--- config.mk ---
export PLATFORM = sky130hd
export DESIGN_NAME = tmr_dma_burst
export DESIGN_NICKNAME = d
export VERILOG_FILES = /design/src/rtl/tdb_pkg.sv /design/src/rtl/tdb_regfile.sv /design/src/rtl/tdb_burst_seq.sv /design/src/rtl/tdb_word_sel.sv /design/src/rtl/tmr_dma_burst.sv
export SDC_FILE = /design/constraint.sdc
export NUM_CORES = 1
export LEC_CHECK = 0
export ABC_AREA = 1
export BUFFER_PORTS_ARGS = -buffer_cell sky130_fd_sc_hd__buf_2
export CORE_ASPECT_RATIO = 1.1
export CORE_MARGIN = 5
export CORE_UTILIZATION = 35
export DETAILED_ROUTE_END_ITERATION = 8
export PLACE_DENSITY_LB_ADDON = 0.1
export SYNTH_ARGS = -nofsm -noshare
export SYNTH_HDL_FRONTEND = slang
export SYNTH_HIERARCHICAL = 1
export SYNTH_SLANG_ARGS = --single-unit
--- constraint.sdc ---
create_clock -name clk -period 6.1 [get_ports clk]
set_clock_uncertainty 0.15 [all_clocks]
set_input_delay 0.61 -clock clk [delete_from_list [all_inputs] [get_ports clk]]
set_output_delay 0.61 -clock clk [all_outputs]
set_load 0.005 [all_outputs]
--- src/rtl/tdb_pkg.sv ---
// Shared constants and types for the timer capture burst window.
// Assumes a word-addressed timer map where index = byte offset / 4.
package tdb_pkg;

    // Byte offsets the block decodes
    localparam logic [7:0] OFS_ENA  = 8'h0C;
    localparam logic [7:0] OFS_CCR1 = 8'h34;
    localparam logic [7:0] OFS_BCTL = 8'h48;
    localparam logic [7:0] OFS_WIN  = 8'h4C;

    // Word indices derived from the offsets
    localparam int IDX_ENA  = int'(OFS_ENA)  / 4;
    localparam int IDX_CCR1 = int'(OFS_CCR1) / 4;
    localparam int IDX_BCTL = int'(OFS_BCTL) / 4;

    localparam int NUM_CAP  = 4;

    // Burst control field layout
    localparam int FLD_W    = 5;
    localparam int BASE_LSB = 0;
    localparam int LEN_LSB  = 8;

    // Enable bits that arm requests for channel 1 and channel 3
    localparam int CH1_ENA_BIT = 9;
    localparam int CH3_ENA_BIT = 11;

    typedef struct packed {
        logic [FLD_W-1:0] len;
        logic [FLD_W-1:0] base;
    } bctl_t;

endpackage

--- src/rtl/tdb_regfile.sv ---
// Holds the burst control and enable registers and decodes writes.
// Assumes single-cycle write strobes; reads are handled by the top.
module tdb_regfile
    import tdb_pkg::*;
#(
    parameter int ADDR_W = 8,
    parameter int DATA_W = 32,
    parameter int ENA_W  = 16
) (
    input  logic              clk,
    input  logic              rst_n,
    input  logic              wr,
    input  logic [ADDR_W-1:0] addr,
    input  logic [DATA_W-1:0] wdata,
    output bctl_t             bctl_q,
    output logic [ENA_W-1:0]  ena_q,
    output logic              bctl_wr
);

    // Decode a write to the burst control register
    always_comb begin
        bctl_wr = wr && (addr == ADDR_W'(OFS_BCTL));
    end

    // Store control fields and the enable word
    always_ff @(posedge clk) begin
        if (!rst_n) begin
            bctl_q <= '0;
            ena_q  <= '0;
        end else begin
            if (bctl_wr) begin
                bctl_q.base <= wdata[BASE_LSB +: FLD_W];
                bctl_q.len  <= wdata[LEN_LSB  +: FLD_W];
            end
            if (wr && (addr == ADDR_W'(OFS_ENA))) begin
                ena_q <= wdata[ENA_W-1:0];
            end
        end
    end

endmodule

--- src/rtl/tdb_burst_seq.sv ---
// Burst sequencer: starts a burst on a trigger, counts acknowledged
// transfers, ends after len+1 of them and flags dropped triggers.
// Assumes trigger and ack are synchronous single-cycle qualifiers.
module tdb_burst_seq #(
    parameter int CNT_W = 5
) (
    input  logic             clk,
    input  logic             rst_n,
    input  logic             trig,
    input  logic             ack,
    input  logic             clr_ovr,
    input  logic [CNT_W-1:0] len,
    output logic             busy,
    output logic [CNT_W-1:0] cnt,
    output logic             ovr
);

    logic last_xfer;

    // Flag the acknowledge that completes the burst
    always_comb begin
        last_xfer = busy && ack && (cnt == len);
    end

    // Track burst activity and the transfer count
    always_ff @(posedge clk) begin
        if (!rst_n) begin
            busy <= 1'b0;
            cnt  <= '0;
        end else if (busy) begin
            if (last_xfer) begin
                busy <= 1'b0;
                cnt  <= '0;
            end else if (ack) begin
                cnt <= cnt + 1'b1;
            end
        end else if (trig) begin
            busy <= 1'b1;
            cnt  <= '0;
        end
    end

    // Sticky overrun: set by a trigger during a burst, set wins over clear
    always_ff @(posedge clk) begin
        if (!rst_n) begin
            ovr <= 1'b0;
        end else if (busy && trig) begin
            ovr <= 1'b1;
        end else if (clr_ovr) begin
            ovr <= 1'b0;
        end
    end

endmodule

--- src/rtl/tdb_word_sel.sv ---
// Maps a word index of the timer register map to the 32-bit value seen
// through the burst window. Unmapped indices return zero.
// Assumes capture values arrive flattened, register 1 in the low bits.
module tdb_word_sel
    import tdb_pkg::*;
#(
    parameter int IDX_W  = 6,
    parameter int DATA_W = 32,
    parameter int CAP_W  = 16,
    parameter int ENA_W  = 16
) (
    input  logic [IDX_W-1:0]         idx,
    input  logic [NUM_CAP*CAP_W-1:0] cap_val,
    input  logic [ENA_W-1:0]         ena_q,
    input  bctl_t                    bctl_q,
    output logic [DATA_W-1:0]        word
);

    logic [NUM_CAP-1:0] hit;
    logic [DATA_W-1:0]  cap_word [NUM_CAP];
    logic [DATA_W-1:0]  bctl_word;

    // One decoder and zero-extender per capture register
    for (genvar g = 0; g < NUM_CAP; g++) begin : g_cap
        assign hit[g]      = (idx == IDX_W'(IDX_CCR1 + g));
        assign cap_word[g] = DATA_W'(cap_val[g*CAP_W +: CAP_W]);
    end

    // Readback image of the burst control register
    always_comb begin
        bctl_word = '0;
        bctl_word[BASE_LSB +: FLD_W] = bctl_q.base;
        bctl_word[LEN_LSB  +: FLD_W] = bctl_q.len;
    end

    // Select the word for the current index
    always_comb begin
        word = '0;
        if (idx == IDX_W'(IDX_ENA))  word = DATA_W'(ena_q);
        if (idx == IDX_W'(IDX_BCTL)) word = bctl_word;
        for (int i = 0; i < NUM_CAP; i++) begin
            if (hit[i]) word = cap_word[i];
        end
    end

endmodule

--- src/rtl/tmr_dma_burst.sv ---
// Top of the timer capture burst window. Enabled capture events start a
// DMA burst that walks the register map from a programmable base.
// Assumes register reads have no side effects and DMA acks are pulses.
module tmr_dma_burst
    import tdb_pkg::*;
#(
    parameter int ADDR_W = 8,
    parameter int DATA_W = 32,
    parameter int CAP_W  = 16,
    parameter int ENA_W  = 16
) (
    input  logic                     clk,
    input  logic                     rst_n,
    input  logic                     reg_wr,
    input  logic [ADDR_W-1:0]        reg_addr,
    input  logic [DATA_W-1:0]        reg_wdata,
    output logic [DATA_W-1:0]        reg_rdata,
    input  logic                     cap_evt1,
    input  logic                     cap_evt3,
    input  logic [NUM_CAP*CAP_W-1:0] cap_val,
    output logic                     dma_req,
    input  logic                     dma_ack,
    output logic [DATA_W-1:0]        dma_data,
    output logic                     overrun
);

    localparam int IDX_W = FLD_W + 1;

    bctl_t            bctl_q;
    logic [ENA_W-1:0] ena_q;
    logic             bctl_wr;
    logic             trig;
    logic             busy;
    logic [FLD_W-1:0] cnt;
    logic [IDX_W-1:0] idx;
    logic [DATA_W-1:0] word;
    logic [DATA_W-1:0] bctl_rd;

    tdb_regfile #(
        .ADDR_W (ADDR_W),
        .DATA_W (DATA_W),
        .ENA_W  (ENA_W)
    ) u_regs (
        .clk     (clk),
        .rst_n   (rst_n),
        .wr      (reg_wr),
        .addr    (reg_addr),
        .wdata   (reg_wdata),
        .bctl_q  (bctl_q),
        .ena_q   (ena_q),
        .bctl_wr (bctl_wr)
    );

    // Qualify capture events with their request-enable bits
    always_comb begin
        trig = (cap_evt1 && ena_q[CH1_ENA_BIT]) ||
               (cap_evt3 && ena_q[CH3_ENA_BIT]);
    end

    tdb_burst_seq #(
        .CNT_W (FLD_W)
    ) u_seq (
        .clk     (clk),
        .rst_n   (rst_n),
        .trig    (trig),
        .ack     (dma_ack),
        .clr_ovr (bctl_wr),
        .len     (bctl_q.len),
        .busy    (busy),
        .cnt     (cnt),
        .ovr     (overrun)
    );

    // Current word index: base plus transfers done
    always_comb begin
        idx = IDX_W'(bctl_q.base) + IDX_W'(cnt);
    end

    tdb_word_sel #(
        .IDX_W  (IDX_W),
        .DATA_W (DATA_W),
        .CAP_W  (CAP_W),
        .ENA_W  (ENA_W)
    ) u_sel (
        .idx     (idx),
        .cap_val (cap_val),
        .ena_q   (ena_q),
        .bctl_q  (bctl_q),
        .word    (word)
    );

    // Drive the DMA side
    always_comb begin
        dma_req  = busy;
        dma_data = word;
    end

    // Readback image of the control register for the bus
    always_comb begin
        bctl_rd = '0;
        bctl_rd[BASE_LSB +: FLD_W] = bctl_q.base;
        bctl_rd[LEN_LSB  +: FLD_W] = bctl_q.len;
    end

    // Register read mux, side-effect free
    always_comb begin
        unique case (reg_addr)
            ADDR_W'(OFS_ENA):  reg_rdata = DATA_W'(ena_q);
            ADDR_W'(OFS_BCTL): reg_rdata = bctl_rd;
            ADDR_W'(OFS_WIN):  reg_rdata = word;
            default:           reg_rdata = '0;
        endcase
    end

endmodule

Word-level counts from Yosys, hierarchy flattened
Cells that the tools add are included.
Widths: inputs -> output; s select.

operators by class
  add/subtract/negate cells = 2
  eq/ne operators = 11
  multiplexer cells = 16
  reduce and logical (&&, ||, !) cells = 11

operators with widths
  kind                 number
  $mux 16              6
  $pmux 32 s3          1
  $mux 5               4
  $eq 6x4->1 const B   3
  $eq 8x7->1 const B   2
  $eq 6x5->1 const B   2
  $eq 8x4->1 const B   1
  $logic_and 1x1->1    7
  $add 5x5->6          1
  $eq 6x2->1 const B   1
  $add 5x1->5 const B  1
  $eq 5x5->1           1
  $mux 1               5
  $reduce_bool 2->1    2
  $ne 3x3->1 const B   1
  $reduce_and 2->1     1
  $logic_or 1x1->1     1

word-level totals
  flip-flop bits (word level) = 33
  bits of input ports = 110
  output and inout bits = 66
  word-level logic and storage cells = 46

Depth between registers and ports, before layout
Gate-level depths: netlist of the first run.

  word-level depth = 9
  gate-level depth with buffers = 14

Cells and area by module
The synthesis of the first run kept the hierarchy.

by module, submodules not included
  module         times used  cells an instance  area an instance (um2)  sequential area each (um2)
  tdb_regfile    1           180                1248.7                  520.5
  tdb_word_sel   1           191                937.1                   0.0
  tmr_dma_burst  1           134                794.5                   0.0
  tdb_burst_seq  1           65                 409.1                   140.1

Worst setup path after synthesis of the first run
OpenSTA, ideal clock, no wires.

  path kind = reg-to-output
  from = register u_seq.cnt[0]
  to = output port reg_rdata[0]
  arrival = 2.236 ns
  path slack = 3.104 ns
  cell stages (with the launch flop) = 14
  path buffers = 0
  path through = dfxtp_1 > ha_1 > fa_1 > nand3_1 > nand2_1 > xor2_1 > nand2_1 > nor2_2 > nand3_1 > nand3_1 > nor2_1 > nand3_1 > nand3_1 > nand3_1

on the way
  cells in the longest elaborated chain, start to end = 9
  elaborated cells on any way between the ends = 14

RTL lines
  what                      RTL line              source
  start: declaration        tdb_burst_seq.sv:14   output logic [CNT_W-1:0] cnt,
  start signal: assignment  tdb_burst_seq.sv:35   cnt <= cnt + 1'b1;
  $add 5x5->6 (*)           tmr_dma_burst.sv:76   idx = IDX_W'(bctl_q.base) + IDX_W'(cnt);
  via idx[4]                tmr_dma_burst.sv:35   logic [IDX_W-1:0] idx;
  $eq 6x2->1                tdb_word_sel.sv:39    if (idx == IDX_W'(IDX_ENA)) word = DATA_W'(ena_q);
  $mux 16                   tdb_word_sel.sv:39
  $mux 16                   tdb_word_sel.sv:40    if (idx == IDX_W'(IDX_BCTL)) word = bctl_word;
  $mux 16 (3 in a row)      tdb_word_sel.sv:42    if (hit[i]) word = cap_word[i];
  $mux 16 (*)               tdb_word_sel.sv:42
  via dma_data[0]           tmr_dma_burst.sv:23   output logic [DATA_W-1:0] dma_data,
  $pmux 32 s3 (*)           tmr_dma_burst.sv:107  unique case (reg_addr)
  end: declaration          tmr_dma_burst.sv:17   output logic [DATA_W-1:0] reg_rdata,

Mark *: on every way through the listed nets, which the timed path passes. The rest lies on a longest branch.

Final worst setup path of the first run
  from = register, netlist name u_regs/bctl_q[0]
  to = output port reg_rdata[8]

on the way
  cells in the longest elaborated chain, start to end = 9
  elaborated cells on any way between the ends = 14

RTL lines
  what                  RTL line
  $add 5x5->6 (*)       tmr_dma_burst.sv:76
  via idx[4]            tmr_dma_burst.sv:35
  $eq 6x2->1            tdb_word_sel.sv:39
  $mux 16               tdb_word_sel.sv:39
  $mux 16               tdb_word_sel.sv:40
  $mux 16 (3 in a row)  tdb_word_sel.sv:42
  $mux 16 (*)           tdb_word_sel.sv:42
  $pmux 32 s3 (*)       tmr_dma_burst.sv:107

Marks and branches as above.

==> impl_metrics.tcl, run 1 <==
set metrics [dict create \
    status "completed" \
    coreArea_um2 9400 \
    synth_edf_count 0 \
    fill_cells 1034 \
    cts.htree.levels 2 \
    drt_iter0_drc 202 \
    synthArstFlopShare 0 \
    std_cell_rows 37 \
    yosysSeqAreaShare 0.195 \
    cp.arrival_ps 3310 \
    grt_pass1_vias 3609 \
    cts.clk_slew.worst_paths_ps 70 \
    seq_area_um2 661 \
    cp_max_fo 23 \
    cts.sinks 33 \
    ant_nets 0 \
    postCtsSetupBuffers 0 \
    worstPathRequired_ps 5340 \
    synth_common_cells "124 x nand3_1, 108 x nand2_1, 80 x inv_1, 80 x nor2_1, 33 x dfxtp_1" \
    r2r_cells 6 \
    cpLargestDelayFamily "simple AND/OR/NAND/NOR gates" \
    rsz0062_at_grt "false" \
    drive_above_1_share 0.257 \
    yosysTopAreaCellShare 0.195 \
    fin_total_pwr_w 0.000454 \
    start_util 0.361 \
    diodes 0 \
    wl_per_cell_um 14.3 \
    instances_no_fill 795 \
    netlist_top_cells_area "dfxtp_1 19%, nand3_1 18%, nand2_1 12%" \
    worst_skew_pair.late_latency_ps 280 \
    area_delta_synth_final_pct 17.4 \
    multi_input_area_um2 2130 \
    die_y_um 113 \
    dp.cells 788 \
    io_pins 176 \
    period_share 0.668 \
    worst_pin_slew_ps 927 \
    cts_resized 0 \
    syn_avg_cell_area_um2 5.95 \
    tns_ps 0 \
    max_freq_mhz 245 \
    vias 3823 \
    cpMostUsedCell "nand3_1" \
    worst-path-buf-inv 1 \
    ys_ff_latch 33 \
    min_period_ps 4070 \
    drv_cap 0 \
    portBuffers 127 \
    cp.depth 13 \
    place_ws_ps 2370 \
    leakagePower_nw 2.07 \
    grt_overflow 0 \
    antenna_found_initial 1 \
    path_cells "ha_1 -> fa_1 -> nand3_1 -> nand2_1 -> xor2_1 -> nor2_4 -> nand3_2 -> nor2_4 -> nand2_1 -> nand3_1 -> nand3_1 -> nand3_1 -> buf_2" \
    drt-pass1-iter-count 4 \
    postSynthCellCount 570 \
    vias_per_cell 4.81 \
    synth_top_flop_cell "dfxtp_1" \
    final-setup-viol-count 0 \
    place_congestion 0.852 \
    yosys_warnings 6 \
    die_area_um2 11800 \
    ir_worst_vdd_mv 0.104 \
    max_slew_margin 0.381 \
    crit_path_end_kind "primary output" \
    synth_area_um2 3390 \
    slowest_delay_ps 450 \
    holdWs_ps 332 \
    grt_pass1_wl_mm 18.7 \
    yosysMostFrequentCell "nand3_1" \
    worstHoldPathType "flip-flop to flip-flop" \
    postRouteWirelength_mm 11.4 \
    cts-root-buf "clkbuf_8" \
    grt_use_total 0.190 \
    cts_hold_buffers 0 \
    setup_ws_ps 2030 \
    slowest_stage "nor2_4" \
    startpoint_type "flip-flop" \
    yosys.area.top_type "dfxtp_1" \
    grt_max_degree 43 \
    synth.distinct_cells 26 \
    hold_path_depth 2 \
    place_hpwl_mm 9.01 \
    finalHoldViolations 0 \
    drc_errors 0 \
    die_w_um 104 \
    cts_tree "done" \
    critPathKind "flip-flop to primary output" \
    nets 795 \
    powerDensity_nw_per_um2 114 \
    clockBufferDepth 2 \
    finalMaxSlewViolations 0 \
    cts_made_buffers 5 \
]
## cell usage in the layout (no fill, tap or decap), types with 2 or more instances in the layout
master and instances:
inv_2 4, nand2_4 2, nor2_1 80, conb_1 16
xor2_1 6, nand2_1 108, inv_1 80, nand4_1 19
clkbuf_8 6, nor2_8 2, nor2_2 14, nand3_1 124
a21oi_1 27, ha_1 6, nand2_2 8, dfxtp_1 33
buf_2 127, nor2_4 9
## metrics by stage
| step | cell area (um2) | util |
|---|---|---|
| 4_1_cts | 3980 | 0.423 |
| 3_3_place_gp | 3890 | 0.414 |
| 6_report | 3980 | 0.423 |
| 2_1_floorplan | 3450 | - |
| 5_1_grt | 3980 | 0.423 |
| 3_5_place_dp | 3890 | 0.414 |
## cell type report
| type | count | area share |
|---|---|---|
| well taps | 117 | 0.0368 |
| flip-flops and latches | 33 | 0.166 |
| multi-input cells | 427 | 0.536 |
| clock buffers | 7 | 0.0217 |
| repair buffers | 127 | 0.160 |
| inverters | 84 | 0.0792 |
## where the power goes
part | total (W) | leakage [nW] | internal [W] | switching (W)
clock | 0.000165 | 0.0443 | 0.0000894 | 0.0000752
combinational | 0.0000725 | 1.76 | 0.0000300 | 0.0000426
sequential | 0.000216 | 0.266 | 0.000216 | 0.000000587
total | 0.000454 | 2.07 | 0.000335 | 0.000118
## worst register-to-register path: cells and delay by family (launching register included)
kind            cells  cell delay, ps
flops               1             430
xor+xnor            1             170
compound gates      1             210
simple gates        4             480
## final timing paths
| check | to | start | slack, ps |
|---|---|---|---|
| max | reg_rdata[8] | u_regs/bctl_q[0]$_SDFFE_PN0P_ | 2030 |
| min | u_seq/ovr$_SDFFE_PN0P_ | u_seq/ovr$_SDFFE_PN0P_ | 330 |
| max reg2reg | u_seq/cnt[3]$_SDFFE_PN0P_ | u_regs/ena_q[11]$_SDFFE_PN0P_ | 4600 |
| min reg2reg | u_seq/ovr$_SDFFE_PN0P_ | u_seq/ovr$_SDFFE_PN0P_ | 330 |
## metal layers
layer	vias up	GRT usage	part of all wire
met3	9	0.0462	0.075
met5	-	0	0.00070
met2	145	0.303	0.44
li1	1998	-	-
met4	2	0.0354	0.0095
met1	1669	0.263	0.47
## registers in the layout, summed over array words and instances, names as in the netlist
name	count
u_regs/bctl_q	10
u_seq/busy	1
u_seq/ovr	1
u_seq/cnt	5
u_regs/ena_q	16
## kinds of logic after synthesis
| kind of cell | share of synthesized area |
|---|---|
| and+or+nand+nor | 0.522 |
| adders and majority gates | 0.0281 |
| buffers and inverters | 0.192 |
| other | 0.00111 |
| AOI/OAI and AO/OA | 0.0439 |
| DFF | 0.195 |
| xor gates and xnor gates | 0.0181 |
(Power assumes the default switching activity.)
==> run 2, diff against run 1 <==
==> constraint.sdc (replaced) <==
create_clock -name clk -period 3.6 [get_ports clk]
set_clock_uncertainty 0.15 [all_clocks]
set_input_delay 0.36 -clock clk [delete_from_list [all_inputs] [get_ports clk]]
set_output_delay 0.36 -clock clk [all_outputs]
set_load 0.005 [all_outputs]
==> run 2 against run 1 <==
- non-clock buffer count rose by 12
- wire length rose by 2.3%
- die area did not move
- core utilization rose by 2.5 points
- global-route usage fell by 0.10 points
- worst hold slack got worse by 91 ps
- cell area rose by 6.0%
- via count rose by 3.5%
- largest power group unchanged
==> impl_metrics.tcl, run 2 (same netlist as run 1, synthesis figures left out) <==
set metrics [dict create \
    status "completed" \
    max_slew_margin 0.367 \
    io_pins 176 \
    p_int_w 0.000643 \
    grt_max_degree 43 \
    worst_hold_path.endpoint "u_regs/ena_q[5]$_SDFFE_PN0P_" \
    final_common_cell "buf_2" \
    start_util 0.361 \
    portBuffers 127 \
    ir_worst_vdd_mv 0.123 \
    cts-root-buf "clkbuf_8" \
    postRouteWirelength_mm 11.6 \
    final-setup-viol-count 0 \
    critical_path.reg2reg.startpoint "u_regs/ena_q[11]$_SDFFE_PN0P_" \
    p_comb_frac 0.146 \
    cts.sinks 33 \
    vias 3957 \
    critPathKind "flip-flop to primary output" \
    die_w_um 104 \
    drt_iter0_drc 187 \
    nets 808 \
    die_y_um 113 \
    r2r_cells 6 \
    drc_errors 0 \
    top_register "u_regs/ena_q" \
    finalMaxSlewViolations 0 \
    worst_skew_pair.late_latency_ps 290 \
    wl_per_cell_um 14.4 \
    startpoint_type "flip-flop" \
    place_congestion 0.846 \
    powerDensity_nw_per_um2 202 \
    diodes 0 \
    tns_ps 0 \
    cp.arrival_ps 2880 \
    grt_overflow 0 \
    finalHoldViolations 0 \
    worstPathRequired_ps 3090 \
    cts_hold_buffers 0 \
    top_regs "u_regs/ena_q (16), u_regs/bctl_q (10), u_seq/cnt (5)" \
    min_period_ps 3390 \
    antenna_found_initial 0 \
    netSwitchingPower_w 0.000209 \
    largest_register_ff_count 16 \
    period_share 0.941 \
    hold_path_depth 5 \
    grt_use_total 0.189 \
    cts.htree.levels 2 \
    drive_above_1_share 0.280 \
    ff2ff_setup_slack_ps 2130 \
    hold_start "reg_wdata[5]" \
    max_freq_mhz 295 \
    swShare 0.246 \
    cts_tree "done" \
    cp_max_fo 15 \
    drt-pass1-iter-count 4 \
    r2r_end "u_seq/cnt[3]$_SDFFE_PN0P_" \
    drv_cap 0 \
    cts_made_buffers 5 \
    crit_path_end_kind "primary output" \
    final_cell_mix "127 x buf_2, 123 x nand3_1, 107 x nand2_1" \
    clockBufferDepth 2 \
    vias_per_cell 4.89 \
    coreArea_um2 9400 \
    seqPwrFrac 0.430 \
    worst_pin_slew_ps 948 \
    power.clock.fraction 0.424 \
    place_hpwl_mm 9.13 \
    leakagePower_nw 2.15 \
    worstHoldPathType "primary input to flip-flop" \
    fin_total_pwr_w 0.000852 \
    die_area_um2 11800 \
    ant_nets 0 \
    grt_pass1_wl_mm 18.7 \
    area_delta_synth_final_pct 24.4 \
    cts.clk_slew.worst_paths_ps 70 \
    grt_pass1_vias 3681 \
    fill_cells 1059 \
    std_cell_rows 37 \
]
-- run 2: cell types whose count changed in the layout (fill, tap and decap cells not counted), moves of 2 or more --
cell,delta
xor2_1,-3
buf_12,+3
nor2_4,+2
buf_4,+9
xor2_4,+2
-- run 2: area by class of cell --
cell class | count | area (um2) | share of cell area
tap | 117 | 146 | 0.0347
clock buffer | 7 | 86.3 | 0.0205
sequential | 33 | 661 | 0.157
multi-input combinational | 428 | 2210 | 0.525
inverter | 84 | 315 | 0.0748
clock inverter | 1 | 30.0 | 0.00712
timing repair buffer | 139 | 763 | 0.181
-- run 2: critical path, stage by stage (launching register included) --
cell     delay, ps
dfxtp_1        370
ha_1           240
fa_2           400
nand3_1         90
nand2_1         90
xor2_2         180
nor2_4         120
buf_12         120
nand3_2         90
nor2_4         160
buf_12         150
nand2_1         50
nand3_1        100
nand3_1        100
nand3_1        170
buf_2          140
-- run 2: through the flow --
step	cells	area, um2	util	setup slack (ps)	hold slack, ps
after detailed placement	792	3920	0.417	281	307
after floorplan	585	3450	-	854	302
after global routing	809	4220	0.449	-9.22	257
after global placement	792	3920	0.417	327	301
final	809	4220	0.449	212	241
after CTS	802	4070	0.433	26.4	234
-- run 2: power by group through the flow --
stage                     combinational [W]  sequential (W)  clock, W
after floorplan                   0.0000776        0.000375         0
after CTS                          0.000122        0.000366  0.000374
after global routing               0.000141        0.000366  0.000390
after detailed placement           0.000122        0.000375         0
final                              0.000124        0.000367  0.000361
after global placement             0.000121        0.000375         0
-- run 2: metal layers --
metal  global-route usage  wire, um  up-vias
met5                    0         0        -
met3               0.0399       926       13
li1                     -         -     2027
met1                0.258      5300     1742
met4               0.0397       144        0
met2                0.308      5270      175
-- run 2: worst max-delay path by stage --
stage                                         start       endpoint  depth (start not counted)
after global placement    u_seq/cnt[0]$_SDFFE_PN0P_   reg_rdata[8]                         13
after floorplan           u_seq/cnt[0]$_SDFFE_PN0P_   reg_rdata[0]                         13
after detailed placement  u_seq/cnt[0]$_SDFFE_PN0P_   reg_rdata[4]                         13
final                     u_seq/cnt[0]$_SDFFE_PN0P_   reg_rdata[8]                         15
after global routing      u_seq/cnt[0]$_SDFFE_PN0P_   reg_rdata[2]                         15
after CTS                 u_seq/cnt[0]$_SDFFE_PN0P_  reg_rdata[12]                         13
-- run 2: what timing repair did --
action,4_1_cts,5_1_grt
setup buffers,2,6
gates cloned,0,1
endpoints found under the setup margin,5,24
gates resized for setup,0,11
pin swaps,1,4
